--- config.mk ---
export PLATFORM = sky130hd
export DESIGN_NAME = pack_archiver
export DESIGN_NICKNAME = d
export VERILOG_FILES = /design/src/rtl/pack_archiver_pkg.sv /design/src/rtl/pack_archiver_ctrl.sv /design/src/rtl/pack_archiver_dp.sv /design/src/rtl/pack_archiver.sv
export SDC_FILE = /design/constraint.sdc
export NUM_CORES = 1
export LEC_CHECK = 0
export BUFFER_PORTS_ARGS = -buffer_cell sky130_fd_sc_hd__buf_4
export CAP_MARGIN = 10
export CORE_MARGIN = 10
export CORE_UTILIZATION = 50
export DETAILED_ROUTE_END_ITERATION = 10
export PLACE_DENSITY = 0.79
export REMOVE_ABC_BUFFERS = 1
export SETUP_SLACK_MARGIN = 0.05
export SYNTH_ARGS = -nofsm -noshare
export SYNTH_HDL_FRONTEND = slang
export SYNTH_SLANG_ARGS = --single-unit
export TNS_END_PERCENT = 20
--- constraint.sdc ---
create_clock -name clk -period 4.4 [get_ports clk]
set_input_delay 0.66 -clock clk [delete_from_list [all_inputs] [get_ports clk]]
set_output_delay 0.66 -clock clk [all_outputs]
set_load 0.01 [all_outputs]
--- src/rtl/pack_archiver_pkg.sv ---
package pack_archiver_pkg;

  typedef enum logic [2:0] {
    ST_IDLE     = 3'd0,
    ST_SEEK_REQ = 3'd1,
    ST_SEEK_REL = 3'd2,
    ST_RD_REQ   = 3'd3,
    ST_RD_REL   = 3'd4,
    ST_STEP     = 3'd5
  } seqState_t;

  typedef struct packed {
    logic clrAll;
    logic stepAddr;
    logic storeWord;
  } dpCtl_t;

  function automatic int bitsFor(input int n);
    return (n < 2) ? 1 : $clog2(n);
  endfunction

endpackage

--- src/rtl/pack_archiver_ctrl.sv ---
module pack_archiver_ctrl
  import pack_archiver_pkg::*;
(
  input  logic      clk,
  input  logic      rst,
  input  logic      start,
  input  logic      seekDone,
  input  logic      rdDone,
  input  logic      wordValid,
  input  logic      lastSect,
  input  logic      lastHead,
  input  logic      lastCyl,
  output dpCtl_t    ctl,
  output logic      seekStart,
  output logic      rdStart,
  output logic      busy,
  output logic      done,
  output seqState_t stateOut
);

  seqState_t state, stateNext;
  logic doneReg, doneSet;

  always_comb begin
    stateNext = state;
    ctl = '0;
    doneSet = 1'b0;
    case (state)
      ST_IDLE: begin
        if (start) begin
          ctl.clrAll = 1'b1;
          stateNext = ST_SEEK_REQ;
        end
      end
      ST_SEEK_REQ: if (seekDone) stateNext = ST_SEEK_REL;
      ST_SEEK_REL: if (!seekDone) stateNext = ST_RD_REQ;
      ST_RD_REQ: begin
        ctl.storeWord = wordValid;
        if (rdDone) stateNext = ST_RD_REL;
      end
      ST_RD_REL: if (!rdDone) stateNext = ST_STEP;
      ST_STEP: begin
        if (lastSect && lastHead && lastCyl) begin
          doneSet = 1'b1;
          stateNext = ST_IDLE;
        end else begin
          ctl.stepAddr = 1'b1;
          stateNext = (lastSect && lastHead) ? ST_SEEK_REQ : ST_RD_REQ;
        end
      end
      default: stateNext = ST_IDLE;
    endcase
  end

  always_ff @(posedge clk) begin
    if (rst) begin
      state   <= ST_IDLE;
      doneReg <= 1'b0;
    end else begin
      state <= stateNext;
      if (doneSet) doneReg <= 1'b1;
      else if (ctl.clrAll) doneReg <= 1'b0;
    end
  end

  assign seekStart = (state == ST_SEEK_REQ);
  assign rdStart   = (state == ST_RD_REQ);
  assign busy      = (state != ST_IDLE);
  assign done      = doneReg;
  assign stateOut  = state;

endmodule

--- src/rtl/pack_archiver_dp.sv ---
module pack_archiver_dp
  import pack_archiver_pkg::*;
#(
  parameter int NUM_CYL  = 203,
  parameter int NUM_HEAD = 2,
  parameter int NUM_SECT = 12,
  parameter int WORDS    = 256,
  localparam int CYL_W    = bitsFor(NUM_CYL),
  localparam int HEAD_W   = bitsFor(NUM_HEAD),
  localparam int SECT_W   = bitsFor(NUM_SECT),
  localparam int WORD_W   = bitsFor(WORDS),
  localparam int SERIAL_W = bitsFor(NUM_CYL * NUM_HEAD * NUM_SECT),
  localparam int ADDR_W   = SERIAL_W + WORD_W
) (
  input  logic              clk,
  input  logic              rst,
  input  dpCtl_t            ctl,
  output logic [CYL_W-1:0]  cyl,
  output logic [HEAD_W-1:0] head,
  output logic [SECT_W-1:0] sect,
  output logic              lastSect,
  output logic              lastHead,
  output logic              lastCyl,
  output logic [ADDR_W-1:0] ramAddr
);

  logic [SERIAL_W-1:0] serial;
  logic [WORD_W-1:0]   wordIdx;

  assign lastSect = (sect == SECT_W'(NUM_SECT - 1));
  assign lastHead = (head == HEAD_W'(NUM_HEAD - 1));
  assign lastCyl  = (cyl == CYL_W'(NUM_CYL - 1));

  always_ff @(posedge clk) begin
    if (rst || ctl.clrAll) begin
      cyl     <= '0;
      head    <= '0;
      sect    <= '0;
      serial  <= '0;
      wordIdx <= '0;
    end else if (ctl.stepAddr) begin
      serial  <= serial + 1'b1;
      wordIdx <= '0;
      if (lastSect) begin
        sect <= '0;
        if (lastHead) begin
          head <= '0;
          cyl  <= cyl + 1'b1;
        end else begin
          head <= head + 1'b1;
        end
      end else begin
        sect <= sect + 1'b1;
      end
    end else if (ctl.storeWord) begin
      wordIdx <= wordIdx + 1'b1;
    end
  end

  assign ramAddr = {serial, wordIdx};

endmodule

--- src/rtl/pack_archiver.sv ---
module pack_archiver
  import pack_archiver_pkg::*;
#(
  parameter int NUM_CYL  = 203,
  parameter int NUM_HEAD = 2,
  parameter int NUM_SECT = 12,
  parameter int WORDS    = 256,
  parameter int DATA_W   = 16,
  localparam int CYL_W    = bitsFor(NUM_CYL),
  localparam int HEAD_W   = bitsFor(NUM_HEAD),
  localparam int SECT_W   = bitsFor(NUM_SECT),
  localparam int WORD_W   = bitsFor(WORDS),
  localparam int SERIAL_W = bitsFor(NUM_CYL * NUM_HEAD * NUM_SECT),
  localparam int ADDR_W   = SERIAL_W + WORD_W
) (
  input  logic              clk,
  input  logic              rst,
  input  logic              start,
  output logic              busy,
  output logic              done,
  output logic              seekStart,
  output logic [CYL_W-1:0]  seekCyl,
  input  logic              seekDone,
  output logic              rdStart,
  output logic [HEAD_W-1:0] rdHead,
  output logic [SECT_W-1:0] rdSect,
  input  logic              rdDone,
  input  logic              wordValid,
  input  logic [DATA_W-1:0] wordIn,
  output logic              ramWe,
  output logic [ADDR_W-1:0] ramAddr,
  output logic [DATA_W-1:0] ramData,
  output logic [2:0]        dbgState
);

  dpCtl_t    ctl;
  seqState_t state;
  logic      lastSect, lastHead, lastCyl;

  pack_archiver_ctrl u_ctrl (
    .clk       (clk),
    .rst       (rst),
    .start     (start),
    .seekDone  (seekDone),
    .rdDone    (rdDone),
    .wordValid (wordValid),
    .lastSect  (lastSect),
    .lastHead  (lastHead),
    .lastCyl   (lastCyl),
    .ctl       (ctl),
    .seekStart (seekStart),
    .rdStart   (rdStart),
    .busy      (busy),
    .done      (done),
    .stateOut  (state)
  );

  pack_archiver_dp #(
    .NUM_CYL  (NUM_CYL),
    .NUM_HEAD (NUM_HEAD),
    .NUM_SECT (NUM_SECT),
    .WORDS    (WORDS)
  ) u_dp (
    .clk      (clk),
    .rst      (rst),
    .ctl      (ctl),
    .cyl      (seekCyl),
    .head     (rdHead),
    .sect     (rdSect),
    .lastSect (lastSect),
    .lastHead (lastHead),
    .lastCyl  (lastCyl),
    .ramAddr  (ramAddr)
  );

  assign ramWe    = ctl.storeWord;
  assign ramData  = wordIn;
  assign dbgState = state;

endmodule

==> impl_table.tex, run 1 <==
\begin{tabular}{lr}
\hline
Metric & Value \\
\hline
\multicolumn{2}{l}{\textbf{Final layout}} \\
\quad Most common library cell in the layout ignoring fill and taps & buf\_4 \\
\quad Final Core Density & 58.85\% \\
\quad Number of standard cells in the layout, taps in and fillers out & 315 \\
\quad Number of antenna cells inserted & 0 \\
\quad Layout Nets & 291 \\
\quad Layout Cell Area excl Fill & 2337 sq um \\
\quad Most frequent cells in the layout & 47 x buf\_4, 38 x dfxtp\_1, 22 x nand2\_1 \\
\quad Area growth from synthesis to final layout & 15.52\% \\
\quad Share of cells above drive strength 1 & between 20\% and 30\% \\
\multicolumn{2}{l}{\textbf{Synth}} \\
\quad Number of enable flip-flop cells after synthesis & 0 \\
\quad Cell Area, Synth & 2023 sq um \\
\quad Library cells used by synthesis & 43 \\
\quad Mean instance size in the synthesized netlist & around 8.5 sq um \\
\quad Share of the yosys chip area belonging to registers & 37.60\% \\
\quad Dominant register cell in the synthesized netlist & dfxtp\_1 \\
\quad Yosys warning total & 0 \\
\quad Async SR Flop Fraction & 0\% \\
\quad Yosys reg bits & 38 \\
\quad Number of instances in the synthesized netlist & between 200 and 250 \\
\multicolumn{2}{l}{\textbf{GRT}} \\
\quad Number of antenna violations at the first check in global routing & 0 \\
\quad Overflow after GRT & 0 \\
\quad Number of global-route vias before repair & 1798 \\
\quad GRT Util Overall & roughly 14\% \\
\quad Global-route wire length before repair & 8631 um \\
\quad Largest net degree at the start of global routing & 28 \\
\multicolumn{2}{l}{\textbf{Timing}} \\
\quad Upper clock frequency limit & 0.4445 GHz \\
\quad Setup violators final & 0 \\
\quad Number of pins exceeding their max-slew limit in the final report & 0 \\
\quad Ratio of final minimum period to clock period & 51.14\% \\
\quad Max Clock Skew & 0.004119 ns \\
\quad Slew at the pin closest to its max-slew limit & 0.5566 ns \\
\quad Headroom to the max-slew limit & 62.64\% \\
\quad WHS & 0.4848 ns \\
\quad Setup repair after global routing missed its margin & no \\
\quad Clock period minus worst slack & 2.250 ns \\
\quad Final hold vios & 0 \\
\quad Sum of negative setup slack & 0 ns \\
\multicolumn{2}{l}{\textbf{Pwr}} \\
\quad IR drop worst, VDD & 0.1988 mV \\
\quad Standby leakage power & 0.8891 nW \\
\quad Power per cell area & 271.4 nW/um\^{}2 \\
\multicolumn{2}{l}{\textbf{Route}} \\
\quad Total wire length & 4968 um \\
\quad Count of TritonRoute iterations in the first routing pass & 4 \\
\quad Detail-routed net length per standard cell & 15.77 um \\
\quad Ratio of routed vias to standard cells & 5.743 \\
\quad Routed via count & 1809 \\
\quad Post-DRT Antenna Nets & 0 \\
\quad Post-route DRC & 0 \\
\quad DRC marker count from the first detailed-route iteration & 126 \\
\multicolumn{2}{l}{\textbf{CTS}} \\
\quad Clk\_lat worst skew & 0.28 ns \\
\quad Max Buffers Root-to-Sink & 2 \\
\quad Post-CTS Repair Setup Buffers & 0 \\
\quad Htree depth & 2 \\
\quad Post-cts hold buffer count & 0 \\
\quad CTS-repair resized insts & 0 \\
\quad Clk slew on worst S/H paths & about 0.07 ns \\
\quad CTS tree & done \\
\quad Cell chosen for the clock root & clkbuf\_8 \\
\quad Number of clock buffers inserted by TritonCTS & 5 \\
\quad Clock net sink count & 38 \\
\multicolumn{2}{l}{\textbf{Worst setup path}} \\
\quad Critical path data arrival time & 1.59 ns \\
\quad Last element of the critical path & ramWe \\
\quad CP required & 3.74 ns \\
\quad Startpoint of the lowest-slack register-to-register path & u\_dp.sect[0]\$\_SDFFE\_PP0P\_ \\
\quad Depth of the worst register-to-register path & 5 \\
\quad Nature of the critical path startpoint & register \\
\quad Path type of the worst setup path & reg -> out \\
\quad RR Endpoint & u\_dp.wordIdx[1]\$\_SDFFE\_PP0P\_ \\
\quad Biggest fanout along the worst timing path & 15 \\
\quad Critical path origin & u\_ctrl.stateOut[1]\$\_SDFFE\_PP0P\_ \\
\quad Worst reg-to-reg setup slack & 2.42 ns \\
\quad Worst Setup End Kind & primary output \\
\multicolumn{2}{l}{\textbf{Floorplan}} \\
\quad Placeable Area & 3971 sq um \\
\quad Area of the die & 6991 sq um \\
\quad X dimension of the die & 83.61 um \\
\quad Row count & 23 \\
\quad Initial standard-cell utilization of the core & around half \\
\quad Die height & around 84 um \\
\quad Count of boundary I/O pins & 80 \\
\multicolumn{2}{l}{\textbf{Status}} \\
\quad Status & complete, no violations \\
\multicolumn{2}{l}{\textbf{Place}} \\
\quad Number of placed instances with taps included & 307 \\
\quad Post-DP Area & 2246 sq um \\
\quad Number of buffers added on ports & 47 \\
\quad Post-detail-place hpwl & $\sim$3600 um \\
\quad Final GP Congestion & 0.8665 \\
\multicolumn{2}{l}{\textbf{Job}} \\
\quad Number of max-cap violations & 0 \\
\multicolumn{2}{l}{\textbf{Hold path}} \\
\quad Class of the tightest hold or removal check & reg -> reg \\
\hline
\end{tabular}
-- registers in the layout, indices dropped and copies added (netlist names) --
signal           count
u_dp.serial         13
u_dp.cyl             8
u_dp.wordIdx         8
u_dp.sect            4
u_ctrl.stateOut      3
u_ctrl.done          1
u_dp.head            1
-- cells in the mapped netlist, types with 2 or more instances --
library cell,count,area (sq um)
a211oi_1,3,22.52
a21oi_1,17,85.08
and3_1,2,12.51
and3b_1,2,17.52
and4_1,4,35.03
and4b_1,2,20.02
buf_1,2,7.510
buf_2,4,20.02
buf_4,16,120.1
buf_6,3,33.78
clkbuf_1,3,11.26
dfxtp_1,38,760.7
ha_1,5,62.56
inv_1,5,18.77
mux2i_1,2,20.02
nand2_1,22,82.58
nand3_1,14,70.07
nand3b_1,2,15.01
nand4_1,7,43.79
nand4b_1,2,17.52
nor2_1,21,78.83
nor3_1,4,20.02
o21ai_0,5,25.02
o31ai_1,11,82.58
or3_1,4,25.02
or4_1,10,75.07
xnor2_1,7,61.31
xor2_1,6,52.55
-- worst min-delay path by stage --
stage                                       startpoint  slack [ns]                            to  cells after the start
after CTS                     u_ctrl.done$_SDFFE_PP0P_        0.48      u_ctrl.done$_SDFFE_PP0P_                      2
after detailed placement      u_ctrl.done$_SDFFE_PP0P_        0.47      u_ctrl.done$_SDFFE_PP0P_                      2
after floorplan               u_ctrl.done$_SDFFE_PP0P_        0.48      u_ctrl.done$_SDFFE_PP0P_                      2
after global placement    u_dp.serial[12]$_SDFFE_PP0P_        0.47  u_dp.serial[12]$_SDFFE_PP0P_                      2
after global routing          u_ctrl.done$_SDFFE_PP0P_        0.49      u_ctrl.done$_SDFFE_PP0P_                      2
final                         u_ctrl.done$_SDFFE_PP0P_        0.48      u_ctrl.done$_SDFFE_PP0P_                      2
-- area by class of cell --
cell class | count | area (sq um)
inverter | 5 | 18.77
timing repair buffer | 47 | 352.8
multi-input combinational | 167 | 1051
tap | 50 | 62.56
sequential | 38 | 760.7
clock inverter | 1 | 5.005
clock buffer | 7 | 86.33
fill | 374 | 1634
-- worst max-delay path, stage by stage, from the launching register on --
cell and delay, ns:
dfxtp_1 0.63, nand4b_1 0.29, inv_1 0.23, buf_4 0.16
-- power breakdown --
part / leakage, nW / internal, mW / total (mW) / switching, mW
logic: 0.535 / 0.0161 / 0.0391 / 0.0230
clock network: 0.0482 / 0.126 / 0.243 / 0.117
registers: 0.306 / 0.346 / 0.352 / 0.00663
total: 0.889 / 0.488 / 0.634 / 0.146
-- per-layer routing --
metal	wire, um	GRT usage, %	vias to the layer above
met5	0	0	-
met4	102	5.023	0
met3	495	7.422	10
met2	2150	21.32	67
met1	2219	16.85	827
li1	-	-	905
-- cells by family (layout without fill, tap and decap cells) --
family | Yosys count | count (layout) | share of synthesized area, %
compound gates | 46 | 46 | 14.66
xor+xnor | 13 | 13 | 5.628
fa+ha+maj | 5 | 5 | 3.092
simple gates | 101 | 101 | 27.58
flops | 38 | 38 | 37.60
mux | 2 | 2 | 0.9895
buf+inv | 33 | 60 | 10.45
-- through the flow --
step / worst slack [ns] / power [mW]
6_report: 2.150 / 0.6343
4_1_cts: 2.158 / 0.6398
3_3_place_gp: 2.312 / 0.3987
2_1_floorplan: 2.535 / 0.3795
3_5_place_dp: 2.309 / 0.3993
5_1_grt: 2.032 / 0.6582
(Power assumes the default switching activity.)
==> run 2, diff against run 1 <==
Settings changed: ABC_AREA set to 1, CORE_UTILIZATION 50 to 45, PLACE_DENSITY 0.79 to 0.73.
Clock period 4.4 ns to 2 ns, I/O delays scaled along.
==> run 2 against run 1 <==
Effect of this change: setup slack worse by 1.8 ns; clock skew about the same; via count up 22%; clock power rose to 2.6 times the previous value; total power rose to 2.8 times the previous value; non-clock buffer count up 3; die area up 19%; sequential cell count unchanged; routed wire length up 16%; register-to-register slack worse by 2.1 ns; design area up 15%; largest power group unchanged.
==> impl_table.tex, run 2 <==
\begin{tabular}{lr}
\hline
Metric & Value \\
\hline
\multicolumn{2}{l}{\textbf{Route}} \\
\quad Ratio of routed vias to standard cells & $\sim$5 \\
\quad Total wire length & 5774 um \\
\quad DRC marker count from the first detailed-route iteration & 117 \\
\quad Detail-routed net length per standard cell & 12.92 um \\
\quad Post-DRT Antenna Nets & 0 \\
\quad Count of TritonRoute iterations in the first routing pass & 4 \\
\quad Post-route DRC & 0 \\
\quad Routed via count & about 2200 \\
\multicolumn{2}{l}{\textbf{Floorplan}} \\
\quad Row count & 25 \\
\quad Count of boundary I/O pins & 80 \\
\quad X dimension of the die & 91.02 um \\
\quad Placeable Area & roughly 4800 sq um \\
\quad Initial standard-cell utilization of the core & between 40 and 50\% \\
\quad Area of the die & 8285 sq um \\
\quad Die height & 91.02 um \\
\multicolumn{2}{l}{\textbf{CTS}} \\
\quad Clk slew on worst S/H paths & about 0.08 ns \\
\quad Clock net sink count & 38 \\
\quad Cell chosen for the clock root & clkbuf\_8 \\
\quad Max Buffers Root-to-Sink & 2 \\
\quad Post-cts hold buffer count & 0 \\
\quad CTS tree & done \\
\quad Clk\_lat worst skew & 0.29 ns \\
\quad Number of clock buffers inserted by TritonCTS & 5 \\
\quad Htree depth & 2 \\
\multicolumn{2}{l}{\textbf{GRT}} \\
\quad Number of global-route vias before repair & 2090 \\
\quad Overflow after GRT & 0 \\
\quad Largest net degree at the start of global routing & 17 \\
\quad GRT Util Overall & 13.67\% \\
\quad Global-route wire length before repair & 9680 um \\
\quad Number of antenna violations at the first check in global routing & 0 \\
\multicolumn{2}{l}{\textbf{Worst setup path}} \\
\quad Depth of the worst register-to-register path & 8 \\
\quad CP Cell Sequence & ha\_1 > nand3\_2 > nor2\_4 > nand2\_2 > nand2\_4 > buf\_4 > nand2\_1 > a21oi\_1 \\
\quad Nature of the critical path startpoint & register \\
\quad Path type of the worst setup path & reg -> reg \\
\quad RR Endpoint & u\_dp.serial[6]\$\_SDFFE\_PP0P\_ \\
\quad Critical path data arrival time & 1.89 ns \\
\quad Critical path's slowest cell & dfxtp\_1 \\
\quad Worst reg-to-reg setup slack & about 0.32 ns \\
\quad Worst Setup End Kind & register \\
\quad Startpoint of the lowest-slack register-to-register path & u\_dp.sect[0]\$\_SDFFE\_PP0P\_ \\
\quad Biggest fanout along the worst timing path & 13 \\
\quad Peak per-stage delay on the critical path & approximately 0.42 ns \\
\quad CP required & 2.22 ns \\
\multicolumn{2}{l}{\textbf{Final layout}} \\
\quad Number of antenna cells inserted & 0 \\
\quad Filler Cells Inserted & around 480 \\
\quad Layout Nets & 406 \\
\quad Largest registers & u\_dp.serial: 13 flops, u\_dp.cyl: 8 flops, u\_dp.wordIdx: 8 flops \\
\quad Flip-flop count of the largest register after layout & 13 \\
\quad Most common library cell in the layout ignoring fill and taps & nand2\_1 \\
\quad Reg with most FFs & u\_dp.serial \\
\quad Most frequent cells in the layout & 108 x nand2\_1, 49 x buf\_4, 39 x inv\_1 \\
\quad Share of cells above drive strength 1 & 18.68\% \\
\quad Layout Cell Area excl Fill & roughly 2700 sq um \\
\quad Area growth from synthesis to final layout & 18.25\% \\
\multicolumn{2}{l}{\textbf{Timing}} \\
\quad Clock period minus worst slack & $\sim$1.7 ns \\
\quad Sum of negative setup slack & 0 ns \\
\quad Setup violators final & 0 \\
\quad Final hold vios & 0 \\
\quad Number of pins exceeding their max-slew limit in the final report & 0 \\
\quad WHS & between 0.3 and 0.4 ns \\
\quad Max Clock Skew & 0.004575 ns \\
\quad Slew at the pin closest to its max-slew limit & 0.3729 ns \\
\quad Headroom to the max-slew limit & 75.05\% \\
\quad Upper clock frequency limit & 0.5966 GHz \\
\quad Setup repair after global routing missed its margin & no \\
\quad Ratio of final minimum period to clock period & 83.81\% \\
\multicolumn{2}{l}{\textbf{Place}} \\
\quad Post-DP Area & 2572 sq um \\
\quad Final GP Congestion & 0.8401 \\
\quad Number of buffers added on ports & 47 \\
\quad Post-detail-place hpwl & 4390 um \\
\multicolumn{2}{l}{\textbf{Job}} \\
\quad Number of max-cap violations & 0 \\
\multicolumn{2}{l}{\textbf{Synth}} \\
\quad Cell taking the most area after synthesis & dfxtp\_1 \\
\quad Share of the yosys chip area belonging to registers & 33.52\% \\
\quad Library cells used by synthesis & 27 \\
\quad Dominant cell by count in the synthesized netlist & nand2\_1 \\
\quad Mean instance size in the synthesized netlist & 6.617 sq um \\
\quad Dominant register cell in the synthesized netlist & dfxtp\_1 \\
\quad Yosys warning total & 0 \\
\quad Biggest area contributors in the synthesized netlist & dfxtp\_1 34\%, nand2\_1 18\%, inv\_1 6.4\% \\
\quad Cell Area, Synth & 2270 sq um \\
\quad Number of instances in the synthesized netlist & 343 \\
\quad Yosys reg bits & 38 \\
\quad Synth top area share & 33.52\% \\
\quad Number of enable flip-flop cells after synthesis & 0 \\
\quad Async SR Flop Fraction & 0\% \\
\quad Post-synth top cells & 108 x nand2\_1, 39 x inv\_1, 38 x dfxtp\_1 \\
\multicolumn{2}{l}{\textbf{Status}} \\
\quad Status & complete, no violations \\
\multicolumn{2}{l}{\textbf{Pwr}} \\
\quad Standby leakage power & 1.164 nW \\
\quad Overall power after layout & 1.781 mW \\
\quad Power per cell area & 663.6 nW/um\^{}2 \\
\quad IR drop worst, VDD & 0.3162 mV \\
\multicolumn{2}{l}{\textbf{Hold path}} \\
\quad Class of the tightest hold or removal check & in -> reg \\
\quad Worst min-delay path startpoint & rst \\
\quad Worst-case hold path end point & u\_ctrl.stateOut[1]\$\_SDFFE\_PP0P\_ \\
\quad Hold path depth & 4 \\
\hline
\end{tabular}
==> run 2: changes by cell type after synthesis, moves of 5 or more <==
cell / before / now
inv_2: 0 / 5
a21oi_1: 17 / 27
nand2_1: 22 / 108
o31ai_1: 11 / 0
nor2_1: 21 / 33
inv_1: 5 / 39
or4_1: 10 / 0
==> run 2: timing repair <==
action / in CTS / in global routing
gates resized for setup: 0 / 1
setup buffers: 0 / 0
endpoints found under the setup margin: 0 / 2
==> run 2: worst max-delay path, delay by kind of cell, from the launching register on <==
kind / cells / cell delay (ns)
buf+inv: 1 / 0.18
flops: 1 / 0.42
compound gates: 1 / 0.14
fa+ha+maj: 1 / 0.23
simple gates: 5 / 0.62
==> run 2: worst max path at each step <==
stage | startpoint | to | slack [ns] | cells past startpoint
3_5_place_dp | u_dp.sect[0]$_SDFFE_PP0P_ | u_dp.serial[6]$_SDFFE_PP0P_ | 0.24 | 8
6_report | u_dp.sect[0]$_SDFFE_PP0P_ | u_dp.serial[6]$_SDFFE_PP0P_ | 0.32 | 8
3_3_place_gp | u_dp.sect[1]$_SDFFE_PP0P_ | u_dp.serial[1]$_SDFFE_PP0P_ | 0.31 | 8
5_1_grt | u_dp.sect[0]$_SDFFE_PP0P_ | u_dp.serial[10]$_SDFFE_PP0P_ | 0.14 | 8
4_1_cts | u_dp.sect[1]$_SDFFE_PP0P_ | u_dp.serial[6]$_SDFFE_PP0P_ | 0.23 | 8
2_1_floorplan | u_dp.sect[0]$_SDFFE_PP0P_ | u_dp.serial[6]$_SDFFE_PP0P_ | 0.36 | 8
==> run 2: cell families (layout without fill, tap and decap cells) <==
logic type | count (synthesis) | count (layout) | synth area share [%]
adders and majority gates | 5 | 5 | 2.756
DFF | 38 | 38 | 33.52
AOI/OAI and AO/OA | 38 | 38 | 8.545
buffers and inverters | 65 | 102 | 14.72
xor gates and xnor gates | 13 | 13 | 5.017
and+or+nand+nor | 184 | 184 | 35.45
==> run 2: where the power goes <==
group / total [mW] / internal (mW) / switching [mW]
clock: 0.636 / 0.373 / 0.263
sequential: 0.809 / 0.777 / 0.0327
combinational: 0.335 / 0.127 / 0.209
==> run 2: stage by stage <==
stage | util (%) | std cells | setup WS [ns]
after floorplan | - | 322 | 0.3628
after global placement | 53.40 | 439 | 0.3132
after detailed placement | 53.40 | 439 | 0.2436
after CTS | 55.61 | 447 | 0.2296
after global routing | 55.71 | 447 | 0.1408
final | 55.71 | 447 | 0.3238
==> run 2: cell type report <==
| class | count | area [sq um] | area share [%] |
|---|---|---|---|
| flip-flops and latches | 38 | 760.7 | 28.35 |
| inverters | 44 | 165.2 | 6.154 |
| well taps | 67 | 83.83 | 3.124 |
| clock inverters | 1 | 30.03 | 1.119 |
| clock buffers | 7 | 76.32 | 2.844 |
| multi-input cells | 240 | 1180 | 43.96 |
| repair buffers | 50 | 387.9 | 14.45 |
==> run 2: layer usage <==
layer | global-route usage (%) | vias up | part of all wire (%)
li1 | - | 1131 | -
met1 | 15.66 | 1013 | 44
met2 | 22.49 | 64 | 48
met3 | 6.255 | 5 | 7.8
met4 | 3.655 | 0 | 0.80
met5 | 0 | - | 0
==> run 3, diff against run 2 <==
Clock period 2 ns to 1.35 ns, I/O delays scaled along.
==> run 3 against run 2 <==
Effect of this change: critical path depth did not move; total power rose by 51%; cell count rose by 8.5%; worst hold slack got worse by 0.10 ns; register-to-register slack got worse by 0.31 ns; global-route usage rose by 1.2 points; die area did not move; non-clock buffer count rose by 40; sequential share of layout area fell by 3.8 points; first-iteration DRC count rose by 67%; clock-buffer cell count fell by 1; critical path type unchanged.
==> impl_table.tex, run 3 (same netlist as run 2, synthesis figures left out) <==
\begin{tabular}{lr}
\hline
Metric & Value \\
\hline
\multicolumn{2}{l}{\textbf{Final layout}} \\
\quad Sequential cell area & 774.5 sq um \\
\quad Final Core Density & about 66\% \\
\quad Reg with most FFs & u\_dp.serial \\
\quad Most frequent cells in the layout & 104 x nand2\_1, 87 x buf\_4, 34 x inv\_1 \\
\quad Layout Nets & 446 \\
\quad Most common library cell in the layout ignoring fill and taps & nand2\_1 \\
\quad Multi-input gate area & 1350 sq um \\
\quad Layout Cell Area excl Fill & 3157 sq um \\
\quad Area growth from synthesis to final layout & 39.08\% \\
\quad Largest registers & u\_dp.serial: 13 flops, u\_dp.cyl: 8 flops, u\_dp.wordIdx: 8 flops \\
\quad Number of antenna cells inserted & 0 \\
\quad Filler Cells Inserted & 451 \\
\quad Share of cells above drive strength 1 & 36.60\% \\
\quad Flip-flop count of the largest register after layout & 13 \\
\multicolumn{2}{l}{\textbf{Route}} \\
\quad Routed via count & 2363 \\
\quad Ratio of routed vias to standard cells & about 5 \\
\quad Post-route DRC & 0 \\
\quad DRC marker count from the first detailed-route iteration & 195 \\
\quad Detail-routed net length per standard cell & around 13 um \\
\quad Post-DRT Antenna Nets & 0 \\
\quad Count of TritonRoute iterations in the first routing pass & 4 \\
\quad Total wire length & $\sim$6500 um \\
\multicolumn{2}{l}{\textbf{Floorplan}} \\
\quad Row count & 25 \\
\quad Count of boundary I/O pins & 80 \\
\quad Placeable Area & 4817 sq um \\
\quad X dimension of the die & 91.02 um \\
\quad Die height & 91.02 um \\
\quad Initial standard-cell utilization of the core & 47.12\% \\
\quad Area of the die & 8285 sq um \\
\multicolumn{2}{l}{\textbf{Worst setup path}} \\
\quad Path type of the worst setup path & reg -> reg \\
\quad CP Cell Sequence & ha\_4 > nand3\_4 > nor2\_4 > nand2\_2 > nand2\_4 > buf\_8 > nand2\_8 > nor3b\_2 \\
\quad Depth of the worst register-to-register path & 8 \\
\quad Peak per-stage delay on the critical path & 0.35 ns \\
\quad Biggest fanout along the worst timing path & 7 \\
\quad Critical path's slowest cell & dfxtp\_2 \\
\quad RR Endpoint & u\_dp.wordIdx[4]\$\_SDFFE\_PP0P\_ \\
\quad Worst reg-to-reg setup slack & 0.02 ns \\
\quad CP required & 1.58 ns \\
\quad Critical path data arrival time & between 1.5 and 2 ns \\
\quad Worst Setup End Kind & register \\
\quad Nature of the critical path startpoint & register \\
\quad Startpoint of the lowest-slack register-to-register path & u\_dp.sect[1]\$\_SDFFE\_PP0P\_ \\
\multicolumn{2}{l}{\textbf{Hold path}} \\
\quad Worst-case hold path end point & u\_ctrl.stateOut[0]\$\_SDFFE\_PP0P\_ \\
\quad Class of the tightest hold or removal check & in -> reg \\
\quad Worst min-delay path startpoint & rst \\
\quad Hold path depth & 4 \\
\multicolumn{2}{l}{\textbf{GRT}} \\
\quad Number of global-route vias before repair & 2275 \\
\quad GRT Util Overall & between 10\% and 20\% \\
\quad Overflow after GRT & 0 \\
\quad Number of antenna violations at the first check in global routing & 0 \\
\quad Global-route wire length before repair & between 10000 and 15000 um \\
\quad Largest net degree at the start of global routing & 16 \\
\multicolumn{2}{l}{\textbf{Place}} \\
\quad Post-DP Area & about 2800 sq um \\
\quad Number of buffers added on ports & 47 \\
\quad Post-detail-place hpwl & about 4800 um \\
\quad Final GP Congestion & 0.8171 \\
\multicolumn{2}{l}{\textbf{CTS}} \\
\quad Number of clock buffers inserted by TritonCTS & 5 \\
\quad Clk\_lat worst skew & approximately 0.30 ns \\
\quad Post-cts hold buffer count & 0 \\
\quad Clk slew on worst S/H paths & 0.07 ns \\
\quad Htree depth & 2 \\
\quad CTS tree & done \\
\quad Cell chosen for the clock root & clkbuf\_8 \\
\quad Clock net sink count & 38 \\
\quad Max Buffers Root-to-Sink & 2 \\
\multicolumn{2}{l}{\textbf{Timing}} \\
\quad Max Clock Skew & 0.006737 ns \\
\quad Upper clock frequency limit & between 0.7 and 0.8 GHz \\
\quad Headroom to the max-slew limit & 83.18\% \\
\quad Clock period minus worst slack & roughly 1.3 ns \\
\quad Setup violators final & 0 \\
\quad Setup repair after global routing missed its margin & yes \\
\quad Ratio of final minimum period to clock period & 98.70\% \\
\quad Number of pins exceeding their max-slew limit in the final report & 0 \\
\quad Sum of negative setup slack & 0 ns \\
\quad Slew at the pin closest to its max-slew limit & 0.2524 ns \\
\quad Final hold vios & 0 \\
\multicolumn{2}{l}{\textbf{Pwr}} \\
\quad Standby leakage power & around 1.4 nW \\
\quad Power per cell area & 853.6 nW/um\^{}2 \\
\quad IR drop worst, VDD & 0.4129 mV \\
\multicolumn{2}{l}{\textbf{Status}} \\
\quad Status & complete, no violations \\
\multicolumn{2}{l}{\textbf{Job}} \\
\quad Number of max-cap violations & 0 \\
\hline
\end{tabular}
## run 3: worst max-delay path by stage
stage | depth (start not counted) | startpoint | to
after floorplan | 8 | u_dp.sect[0]$_SDFFE_PP0P_ | u_dp.serial[6]$_SDFFE_PP0P_
after global placement | 8 | u_dp.sect[0]$_SDFFE_PP0P_ | u_dp.wordIdx[4]$_SDFFE_PP0P_
after detailed placement | 8 | u_dp.sect[0]$_SDFFE_PP0P_ | u_dp.wordIdx[4]$_SDFFE_PP0P_
after CTS | 9 | u_dp.sect[1]$_SDFFE_PP0P_ | u_ctrl.stateOut[0]$_SDFFE_PP0P_
after global routing | 9 | u_dp.cyl[0]$_SDFFE_PP0P_ | u_dp.serial[0]$_SDFFE_PP0P_
final | 8 | u_dp.sect[1]$_SDFFE_PP0P_ | u_dp.wordIdx[4]$_SDFFE_PP0P_
## run 3: through the flow
stage          power, mW  std cells  hold WS (ns)  setup WS, ns
5_1_grt            2.820        485        0.2602      -0.09438
3_3_place_gp       1.780        476        0.4052    -0.0002454
3_5_place_dp       1.788        476        0.4052      -0.07560
4_1_cts            2.655        484        0.2062    -0.0001088
6_report           2.695        485        0.2253       0.01758
2_1_floorplan      1.513        322        0.3902       -0.2872
## run 3: where the power goes
group	internal [mW]	total, mW	switching [mW]	leakage (nW)
Clock	0.394	0.791	0.397	0.0431
Sequential	1.16	1.21	0.0461	0.311
Combinational	0.295	0.698	0.403	1.01
Total	1.85	2.69	0.847	1.37
## run 3: layout make-up
cell class,count,share of cell area (%)
tap,67,2.656
clock buffer,6,2.616
timing repair buffer,90,21.88
sequential,38,24.53
inverter,44,5.549
multi-input combinational,240,42.77
## run 3: routing by layer
layer  vias to the layer above  track usage [%]  share of wire [%]
met4                         0            4.439                1.3
met1                      1064            17.17                 43
met5                         -                0                  0
met3                         8            5.597                6.6
li1                       1216                -                  -
met2                        75            25.12                 49
## run 3: worst max-delay path, delay by kind of cell, from the launching register on
family / cells / cell delay [ns]
simple gates: 6 / 0.61
buf+inv: 1 / 0.14
fa+ha+maj: 1 / 0.16
flops: 1 / 0.35
## run 3: what timing repair did
item                       4_1_cts  5_1_grt
setup buffers                    2        1
pin swaps                       11       16
setup endpoints to repair       38       42
gates resized for setup         36       28
